==> src/rtl/pci_burst_req_pkg.sv <==
package pci_burst_req_pkg;
  typedef enum logic [1:0] {
    ST_IDLE = 2'd0,
    ST_REQ  = 2'd1,
    ST_XFER = 2'd2
  } seq_state_t;

  localparam logic [3:0] CMD_RD_LINE  = 4'hE;
  localparam logic [3:0] CMD_RD_MULTI = 4'hC;
  localparam logic [3:0] CMD_NONE     = 4'h0;

  localparam int MODE_SEL_BIT = 1;
  localparam int MODE_EXT_BIT = 0;
endpackage

==> src/rtl/pci_burst_mode_reg.sv <==
module pci_burst_mode_reg (
  input  logic       clk,
  input  logic       rst_n,
  input  logic       stop_i,
  input  logic       suspend_i,
  input  logic       wr_i,
  input  logic [1:0] wdata_i,
  output logic [1:0] mode_o
);
  logic wr_open;
  assign wr_open = stop_i | suspend_i;

  // Only hard reset clears the modes; soft reset does not reach this register.
  always_ff @(posedge clk or negedge rst_n) begin
    if (!rst_n) mode_o <= 2'b00;
    else if (wr_i && wr_open) mode_o <= wdata_i;
  end
endmodule

==> src/rtl/pci_burst_phase_ctr.sv <==
module pci_burst_phase_ctr #(
  parameter int PH_W = 8
) (
  input  logic            clk,
  input  logic            rst_n,
  input  logic            load_i,
  input  logic [PH_W-1:0] phases_i,
  input  logic            dec_i,
  output logic            at_one_o,
  output logic            at_two_o
);
  localparam logic [PH_W-1:0] ONE = PH_W'(1);
  localparam logic [PH_W-1:0] TWO = PH_W'(2);

  logic [PH_W-1:0] left_q;

  always_ff @(posedge clk or negedge rst_n) begin
    if (!rst_n) left_q <= ONE;
    else if (load_i) left_q <= (phases_i == '0) ? ONE : phases_i;
    else if (dec_i && left_q != ONE) left_q <= left_q - ONE;
  end

  assign at_one_o = (left_q == ONE);
  assign at_two_o = (left_q == TWO);
endmodule

==> src/rtl/pci_burst_seq.sv <==
module pci_burst_seq
  import pci_burst_req_pkg::*;
(
  input  logic       clk,
  input  logic       rst_n,
  input  logic       soft_rst_i,
  input  logic [1:0] mode_i,
  input  logic       job_valid_i,
  input  logic       bus_gnt_i,
  input  logic       bus_idle_i,
  input  logic       phase_done_i,
  input  logic       at_one_i,
  input  logic       at_two_i,
  output logic       job_take_o,
  output logic       idle_o,
  output logic       start_o,
  output logic       xfer_o,
  output logic       req_o,
  output logic [3:0] cmd_o,
  output logic       done_o
);
  seq_state_t state_q;
  logic       req_q, done_q;
  logic [3:0] cmd_q;

  assign idle_o     = (state_q == ST_IDLE);
  assign job_take_o = idle_o & job_valid_i & ~soft_rst_i;
  assign start_o    = (state_q == ST_REQ) & req_q & bus_gnt_i & bus_idle_i & ~soft_rst_i;
  assign xfer_o     = (state_q == ST_XFER);
  assign req_o      = req_q;
  assign cmd_o      = cmd_q;
  assign done_o     = done_q;

  always_ff @(posedge clk or negedge rst_n) begin
    if (!rst_n) begin
      state_q <= ST_IDLE;
      req_q   <= 1'b0;
      cmd_q   <= CMD_NONE;
      done_q  <= 1'b0;
    end else if (soft_rst_i) begin
      state_q <= ST_IDLE;
      req_q   <= 1'b0;
      cmd_q   <= CMD_NONE;
      done_q  <= 1'b0;
    end else begin
      done_q <= 1'b0;
      unique case (state_q)
        ST_IDLE: if (job_take_o) begin
          state_q <= ST_REQ;
          req_q   <= 1'b1;
        end
        ST_REQ: if (start_o) begin
          state_q <= ST_XFER;
          cmd_q   <= mode_i[MODE_SEL_BIT] ? CMD_RD_MULTI : CMD_RD_LINE;
          // Held only when a next-to-last phase exists to release on.
          req_q   <= mode_i[MODE_EXT_BIT] & ~at_one_i;
        end
        ST_XFER: if (phase_done_i) begin
          if (at_one_i) begin
            state_q <= ST_IDLE;
            req_q   <= 1'b0;
            cmd_q   <= CMD_NONE;
            done_q  <= 1'b1;
          end else if (at_two_i) begin
            req_q <= 1'b0;
          end
        end
        default: state_q <= ST_IDLE;
      endcase
    end
  end
endmodule

==> src/rtl/pci_burst_req.sv <==
module pci_burst_req
  import pci_burst_req_pkg::*;
#(
  parameter int PH_W = 8
) (
  input  logic            clk,
  input  logic            rst_n,
  input  logic            soft_rst_i,
  input  logic            stop_i,
  input  logic            suspend_i,
  input  logic            mode_wr_i,
  input  logic [1:0]      mode_wdata_i,
  output logic [1:0]      mode_rd_o,
  input  logic            job_valid_i,
  output logic            job_ready_o,
  input  logic [PH_W-1:0] job_phases_i,
  input  logic            bus_gnt_i,
  input  logic            bus_idle_i,
  input  logic            irdy_i,
  input  logic            trdy_i,
  output logic            bus_req_o,
  output logic            xfer_o,
  output logic [3:0]      cmd_o,
  output logic            burst_done_o
);
  logic [1:0] mode;
  logic       job_take, seq_idle, start, phase_done, at_one, at_two;

  pci_burst_mode_reg u_mode (
    .clk       (clk),
    .rst_n     (rst_n),
    .stop_i    (stop_i),
    .suspend_i (suspend_i),
    .wr_i      (mode_wr_i),
    .wdata_i   (mode_wdata_i),
    .mode_o    (mode)
  );

  assign phase_done = xfer_o & irdy_i & trdy_i;

  pci_burst_phase_ctr #(.PH_W(PH_W)) u_ctr (
    .clk      (clk),
    .rst_n    (rst_n),
    .load_i   (job_take),
    .phases_i (job_phases_i),
    .dec_i    (phase_done),
    .at_one_o (at_one),
    .at_two_o (at_two)
  );

  pci_burst_seq u_seq (
    .clk          (clk),
    .rst_n        (rst_n),
    .soft_rst_i   (soft_rst_i),
    .mode_i       (mode),
    .job_valid_i  (job_valid_i),
    .bus_gnt_i    (bus_gnt_i),
    .bus_idle_i   (bus_idle_i),
    .phase_done_i (phase_done),
    .at_one_i     (at_one),
    .at_two_i     (at_two),
    .job_take_o   (job_take),
    .idle_o       (seq_idle),
    .start_o      (start),
    .xfer_o       (xfer_o),
    .req_o        (bus_req_o),
    .cmd_o        (cmd_o),
    .done_o       (burst_done_o)
  );

  assign job_ready_o = seq_idle;
  assign mode_rd_o   = mode;

  // The start strobe is consumed inside the sequencer only.
  logic unused_start;
  assign unused_start = start;
endmodule

==> config.mk <==
export PLATFORM = sky130hd
export DESIGN_NAME = pci_burst_req
export DESIGN_NICKNAME = d
export VERILOG_FILES = /design/src/rtl/pci_burst_req_pkg.sv /design/src/rtl/pci_burst_mode_reg.sv /design/src/rtl/pci_burst_phase_ctr.sv /design/src/rtl/pci_burst_seq.sv /design/src/rtl/pci_burst_req.sv
export SDC_FILE = /design/constraint.sdc
export NUM_CORES = 1
export LEC_CHECK = 0
export BUFFER_PORTS_ARGS = -buffer_cell sky130_fd_sc_hd__buf_2
export CAP_MARGIN = 20
export CORE_ASPECT_RATIO = 1.5
export CORE_UTILIZATION = 50
export DETAILED_ROUTE_END_ITERATION = 16
export GPL_ROUTABILITY_DRIVEN = 0
export GPL_TIMING_DRIVEN = 0
export PLACE_DENSITY = 0.83
export SLEW_MARGIN = 15
export SYNTH_ARGS = -nofsm -noshare
export SYNTH_HDL_FRONTEND = slang
export SYNTH_HIERARCHICAL = 1
export SYNTH_SLANG_ARGS = --single-unit
==> constraint.sdc <==
create_clock -name clk -period 2.7 [get_ports clk]
set_input_delay 0 -clock clk [delete_from_list [all_inputs] [get_ports clk]]
set_output_delay 0 -clock clk [all_outputs]
set_load 0.01 [all_outputs]
Word-level counts from Yosys, hierarchy flattened --
Index checks and enable logic that the tools add are counted.
Storage, ports and cells: word-level logic and storage cells 65, input port bits 21, output and inout port bits 10, flip-flop bits (word level) 18
Cells by class: bitwise logic cells 12, muxes and demuxes 26, equality and inequality tests 10, reductions and logical operators 10, add/sub/neg operators 1
Operators with widths (number):
- 8-bit 2-to-1 mux | 3
- 4-bit 2-to-1 mux | 4
- 2-bit 2-to-1 mux | 6
- 1-bit 2-to-1 mux | 10
- 1-bit AND | 9
- 8-bit by 1-bit == test with 1-bit output, second input constant | 1
- 8-bit by 2-bit == test with 1-bit output, second input constant | 1
- 8-bit zero test | 1
- 8-bit by 1-bit != test with 1-bit output, second input constant | 1
- 4-bit case mux with 2 select lines | 1
- 4-bit AND reduction | 2
- 8-bit by 1-bit subtractor with 8-bit output, second input constant | 1
- 3-bit by 2-bit != test with 1-bit output, second input constant | 2
- 3-bit != test, second input constant | 2
- 2-bit case mux with 3 select lines | 1
- 5-bit AND reduction | 1
- 4-bit by 2-bit != test with 1-bit output, second input constant | 1
- 4-bit nonzero test | 1
- 1-bit case mux with 3 select lines | 1
- 3-bit nonzero test | 1
- 2-bit by 1-bit == test with 1-bit output, second input constant | 1
- 2-bit == test, second input constant | 1
- 1-bit logical AND | 2
- 2-bit zero test | 1
- 3 further kinds | 4

Depth between registers and ports, before layout --
depth after elaboration 8, mapped depth 9, depth with buffers taken out 8

Hierarchy --
Netlist, hierarchy kept.
By module, submodules not included:
- pci_burst_phase_ctr | instances 1, cells each 71, area an instance 611.8 um2
- pci_burst_seq | instances 1, cells each 36, area an instance 356.6 um2
- pci_burst_mode_reg | instances 1, cells each 5, area an instance 81.3 um2
- pci_burst_req | instances 1, cells each 1, area an instance 6.3 um2

Least setup slack after synthesis --
No wires, ideal clock.
path type register to register, start point reg u_ctr.left_q[0], end point reg u_seq.req_q, in the netlist u_seq/req_o, clock period less this slack 2.284 ns, buffers on the path 1, path slack 0.416 ns, arrival time 2.159 ns, stages on the path, launching flop included 8, data required time 2.575 ns, setup time 0.125 ns, cells stage by stage dfstp_2 ha_1 or4b_1 buf_2 nor2_1 o21ai_0 a221oi_2 mux2_4
Between the ends: cells in the longest elaborated chain, start to end 6, elaborated cells on any way between the ends 11, those cells by class 3 x eq/ne; 5 x mux; 2 x bitwise; 1 x reduce/logical
RTL lines:
- start: declaration | line pci_burst_phase_ctr.sv:15 | logic [PH_W-1:0] left_q;
- start signal: assignment | line pci_burst_phase_ctr.sv:19 | else if (load_i) left_q <= (phases_i == '0) ? ONE : phases_i;
- start signal: assignment | line pci_burst_phase_ctr.sv:20 | else if (dec_i && left_q != ONE) left_q <= left_q - ONE;
- 8-bit by 1-bit == test with 1-bit output * | line pci_burst_phase_ctr.sv:23 | assign at_one_o = (left_q == ONE);
- named net at_one | line pci_burst_req.sv:27 | logic job_take, seq_idle, start, phase_done, at_one, at_two;
- 1-bit NOT | line pci_burst_seq.sv:56 | req_q <= mode_i[MODE_EXT_BIT] & ~at_one_i;
- 1-bit AND | line pci_burst_seq.sv:56
- 1-bit 2-to-1 mux | line pci_burst_seq.sv:52 | ST_REQ: if (start_o) begin
- 1-bit case mux with 3 select lines | line pci_burst_seq.sv:47 | unique case (state_q)
- 1-bit 2-to-1 mux | line pci_burst_seq.sv:40 | end else if (soft_rst_i) begin
- end signal: assignment | line pci_burst_seq.sv:56
- end: declaration | line pci_burst_seq.sv:23 | logic req_q, done_q;
Mark *: on every way through the listed nets, which the timed path passes. The rest lies on a longest branch. The select of a mux whose other input is x is not followed. A chain may end at the register's enable or synchronous reset.

Worst setup path in the final report --
Same ends and word-level chain as after synthesis.

==> results.cfg <==
[status]
status = complete, no violations

[timing]
report.final.slew_viol_count = 0
fmax_mhz = 402
setup_violations = 0
tns_ns = 0
slew_headroom = 0.507
finalCritPeriodShare = 0.921
setup_slack_ns = 0.214
hold_violations = 0
tightest_slew_ns = 0.738
finClkSkew_ns = 0.00192
rsz0062_at_grt = no
fin_crit_ns = 2.49

[layout]
n_antenna_cell = 0
final_nets = 180
areaGrowthSynthToFinish_pct = 28.3
fillCellCount = 178
drive_above_1_share = 0.323

[clocking]
ctsRootBufferMaster = clkbuf_4
cts.htree.levels = 1
cts_buffers = 3
clkTransAtPathRegs_ns = 0.10
insertion_delay_ns = 0.30
tritoncts = done
clockBufferDepth = 2
cts.sinks = 16

[drt]
drcViolationCount = 0
antenna_left = 0
wl_per_cell_um = 14.7
detail_route.vias_per_cell = 5.78
detail_route.iter0.violations = 17
dr.pass1.iters = 4
postRouteWirelength_um = 2610
vias = 1023

[global_routing]
grt_max_degree = 17
antenna_found_initial = 0
grt_overflow = 0
grt_pass1_vias = 939
grt_pass1_wl_um = 4130
gr-usage-all-layers = 0.262

[synthesis]
synth.net_count = 137
syn_area_sq_um = 1060
synth_seq_cells = 16
synth_flop_cell = dfrtp_1
synth_edf_count = 0
synth_top_area_frac = 0.355
syn_area_per_cell_sq_um = 9.35
yosysSeqAreaShare = 0.380
yosysWarnings = 6
yosysMostFrequentCell = dfrtp_1
netlist_top_cells_count = dfrtp_1 (15), nand2_1 (10), inv_1 (7), nor2_1 (6), nor3_1 (5)
yosys.area.top_type = dfrtp_1
synth.distinct_cells = 50
synthTopCellsByArea = dfrtp_1 (36%), ha_1 (3.6%), nand2_1 (3.6%)
synthCells = 113
async_reset_ff_frac = 1.00

[flow_run]
max-cap-violations = 0

[power]
ir_drop_v = 0.000306
leakage_uw = 0.000633
power.density_nw_per_um2 = 519

[die]
num_rows = 20
start_util = 0.528
floorplan.die.height_um = 58.3
boundaryPins = 31
die_x_um = 39.5
core_sq_um = 2000
die_area_sq_um = 2300

[critical_path]
critPathMaxFanout = 6
crit_family = simple AND/OR/NAND/NOR gates
max_stage_delay_ns = 0.59
arrival_ns = 2.68
worstPathRequired_ns = 2.89
path_buf_inv = 1
crit_slowest_cell = dfstp_2
crit_type = reg -> reg
cp-start-kind = flip-flop
cp-end-kind = flip-flop
crit_chain = ha_1 -> or4b_1 -> buf_2 -> nor2_1 -> o21ai_0 -> a221oi_2 -> mux2_4

[placed_design]
io_buffers = 29
hpwl_um = 1920
place_ws_ns = 0.242

[hold_path]
min_path_type = in -> reg
-- placed cells by master (no fill, tap or decap), drive strengths merged, types with 3 or more instances in the layout --
master       Yosys  final
a21oi            4      4
nor3             6      6
buf              3     32
o21ai            4      4
nor2             7      7
inv              7      7
clkbuf           3      7
nand4            3      3
and3             3      3
dlygate4sd3      0      9
nand3            4      4
ha               3      3
or3              3      3
mux2             3      3
nand2           10     10
dfrtp           15     15
nor3b            4      4
-- cell families (layout without fill, tap and decap cells) --
group           Yosys count  after routing  synth area share
simple gates             50             50             0.282
compound gates           26             26             0.204
flops                    16             16             0.380
buf+inv                  14             56            0.0592
fa+ha+maj                 3              3            0.0355
mux                       3              3            0.0355
other cells               1              1           0.00355
-- report_power, final --
part / internal, uW / switching, uW
clock network: 82.4 / 84.4
logic: 103 / 108
registers: 280 / 45.5
total: 466 / 238
-- state kept, by name, summed over array words and instances, names as in the netlist --
name,count
u_seq/done_o,1
u_ctr/left_q,8
u_seq/cmd_o,2
u_mode/mode_o,2
u_seq/state_q,2
u_seq/req_o,1
-- cell type report --
| cell class | instances | area, sq um | share of cell area |
|---|---|---|---|
| Tap cell | 22 | 27.5 | 0.0203 |
| Timing Repair Buffer | 38 | 235 | 0.174 |
| Multi-Input combinational cell | 83 | 592 | 0.437 |
| Clock buffer | 4 | 36.3 | 0.0268 |
| Sequential cell | 16 | 402 | 0.296 |
| Buffer | 6 | 32.5 | 0.0240 |
| Inverter | 8 | 30.0 | 0.0222 |
-- through the flow --
| stage | total power, uW | utilization | instance area [sq um] | hold slack, ns | std cells |
|---|---|---|---|---|---|
| finish | 703 | 0.677 | 1360 | 0.0357 | 177 |
| global route | 741 | 0.677 | 1360 | 0.0456 | 177 |
| CTS | 703 | 0.677 | 1360 | 0.0305 | 177 |
| detailed placement | 529 | 0.614 | 1230 | -0.0643 | 164 |
| global placement | 516 | 0.614 | 1230 | -0.0692 | 164 |
| floorplan | 459 | - | 1060 | -0.296 | 113 |
-- timing repair --
| action | in CTS | in global routing |
|---|---|---|
| hold buffers | 9 | 0 |
| setup buffers | 0 | 0 |
| gates resized for setup | 0 | 0 |
| hold endpoints to repair | 24 | 0 |
| endpoints found under the setup margin | 0 | 0 |
-- path summary, 6_finish.rpt --
path / start / slack (ns) / end / depth (start not counted)
min in group asynchronous: rst_n / 0.14 / u_seq/state_q[0]$_DFFE_PN0P_ / 2
worst min-delay path: job_phases_i[0] / 0.04 / u_ctr/left_q[0]$_DFFE_PN1P_ / 3
worst max-delay path: u_ctr/left_q[0]$_DFFE_PN1P_ / 0.21 / u_seq/req_o$_DFFE_PN0P_ / 7
worst min register to register: u_mode/mode_o[1]$_DFFE_PN0P_ / 0.48 / u_seq/cmd_o[1]$_DFFE_PN0P_ / 1
max in group asynchronous: rst_n / 2.25 / u_ctr/left_q[0]$_DFFE_PN1P_ / 2
worst max register to register: u_ctr/left_q[0]$_DFFE_PN1P_ / 0.21 / u_seq/req_o$_DFFE_PN0P_ / 7
-- layer usage --
| metal | track usage | vias to the layer above | part of all wire |
|---|---|---|---|
| li1 | - | 502 | - |
| met1 | 0.279 | 461 | 0.38 |
| met2 | 0.445 | 49 | 0.52 |
| met3 | 0.0383 | 11 | 0.056 |
| met4 | 0.177 | 0 | 0.043 |
| met5 | 0 | - | 0 |
-- worst register-to-register path: cells and delay by family (launching register included) --
kind                       cells  cell delay, ns
AOI/OAI and AO/OA              2            0.47
adders and majority gates      1            0.18
buffers and inverters          1            0.18
DFF                            1            0.59
muxes                          1            0.33
and+or+nand+nor                2            0.63
No activity file was read; power rests on OpenSTA's default activity.
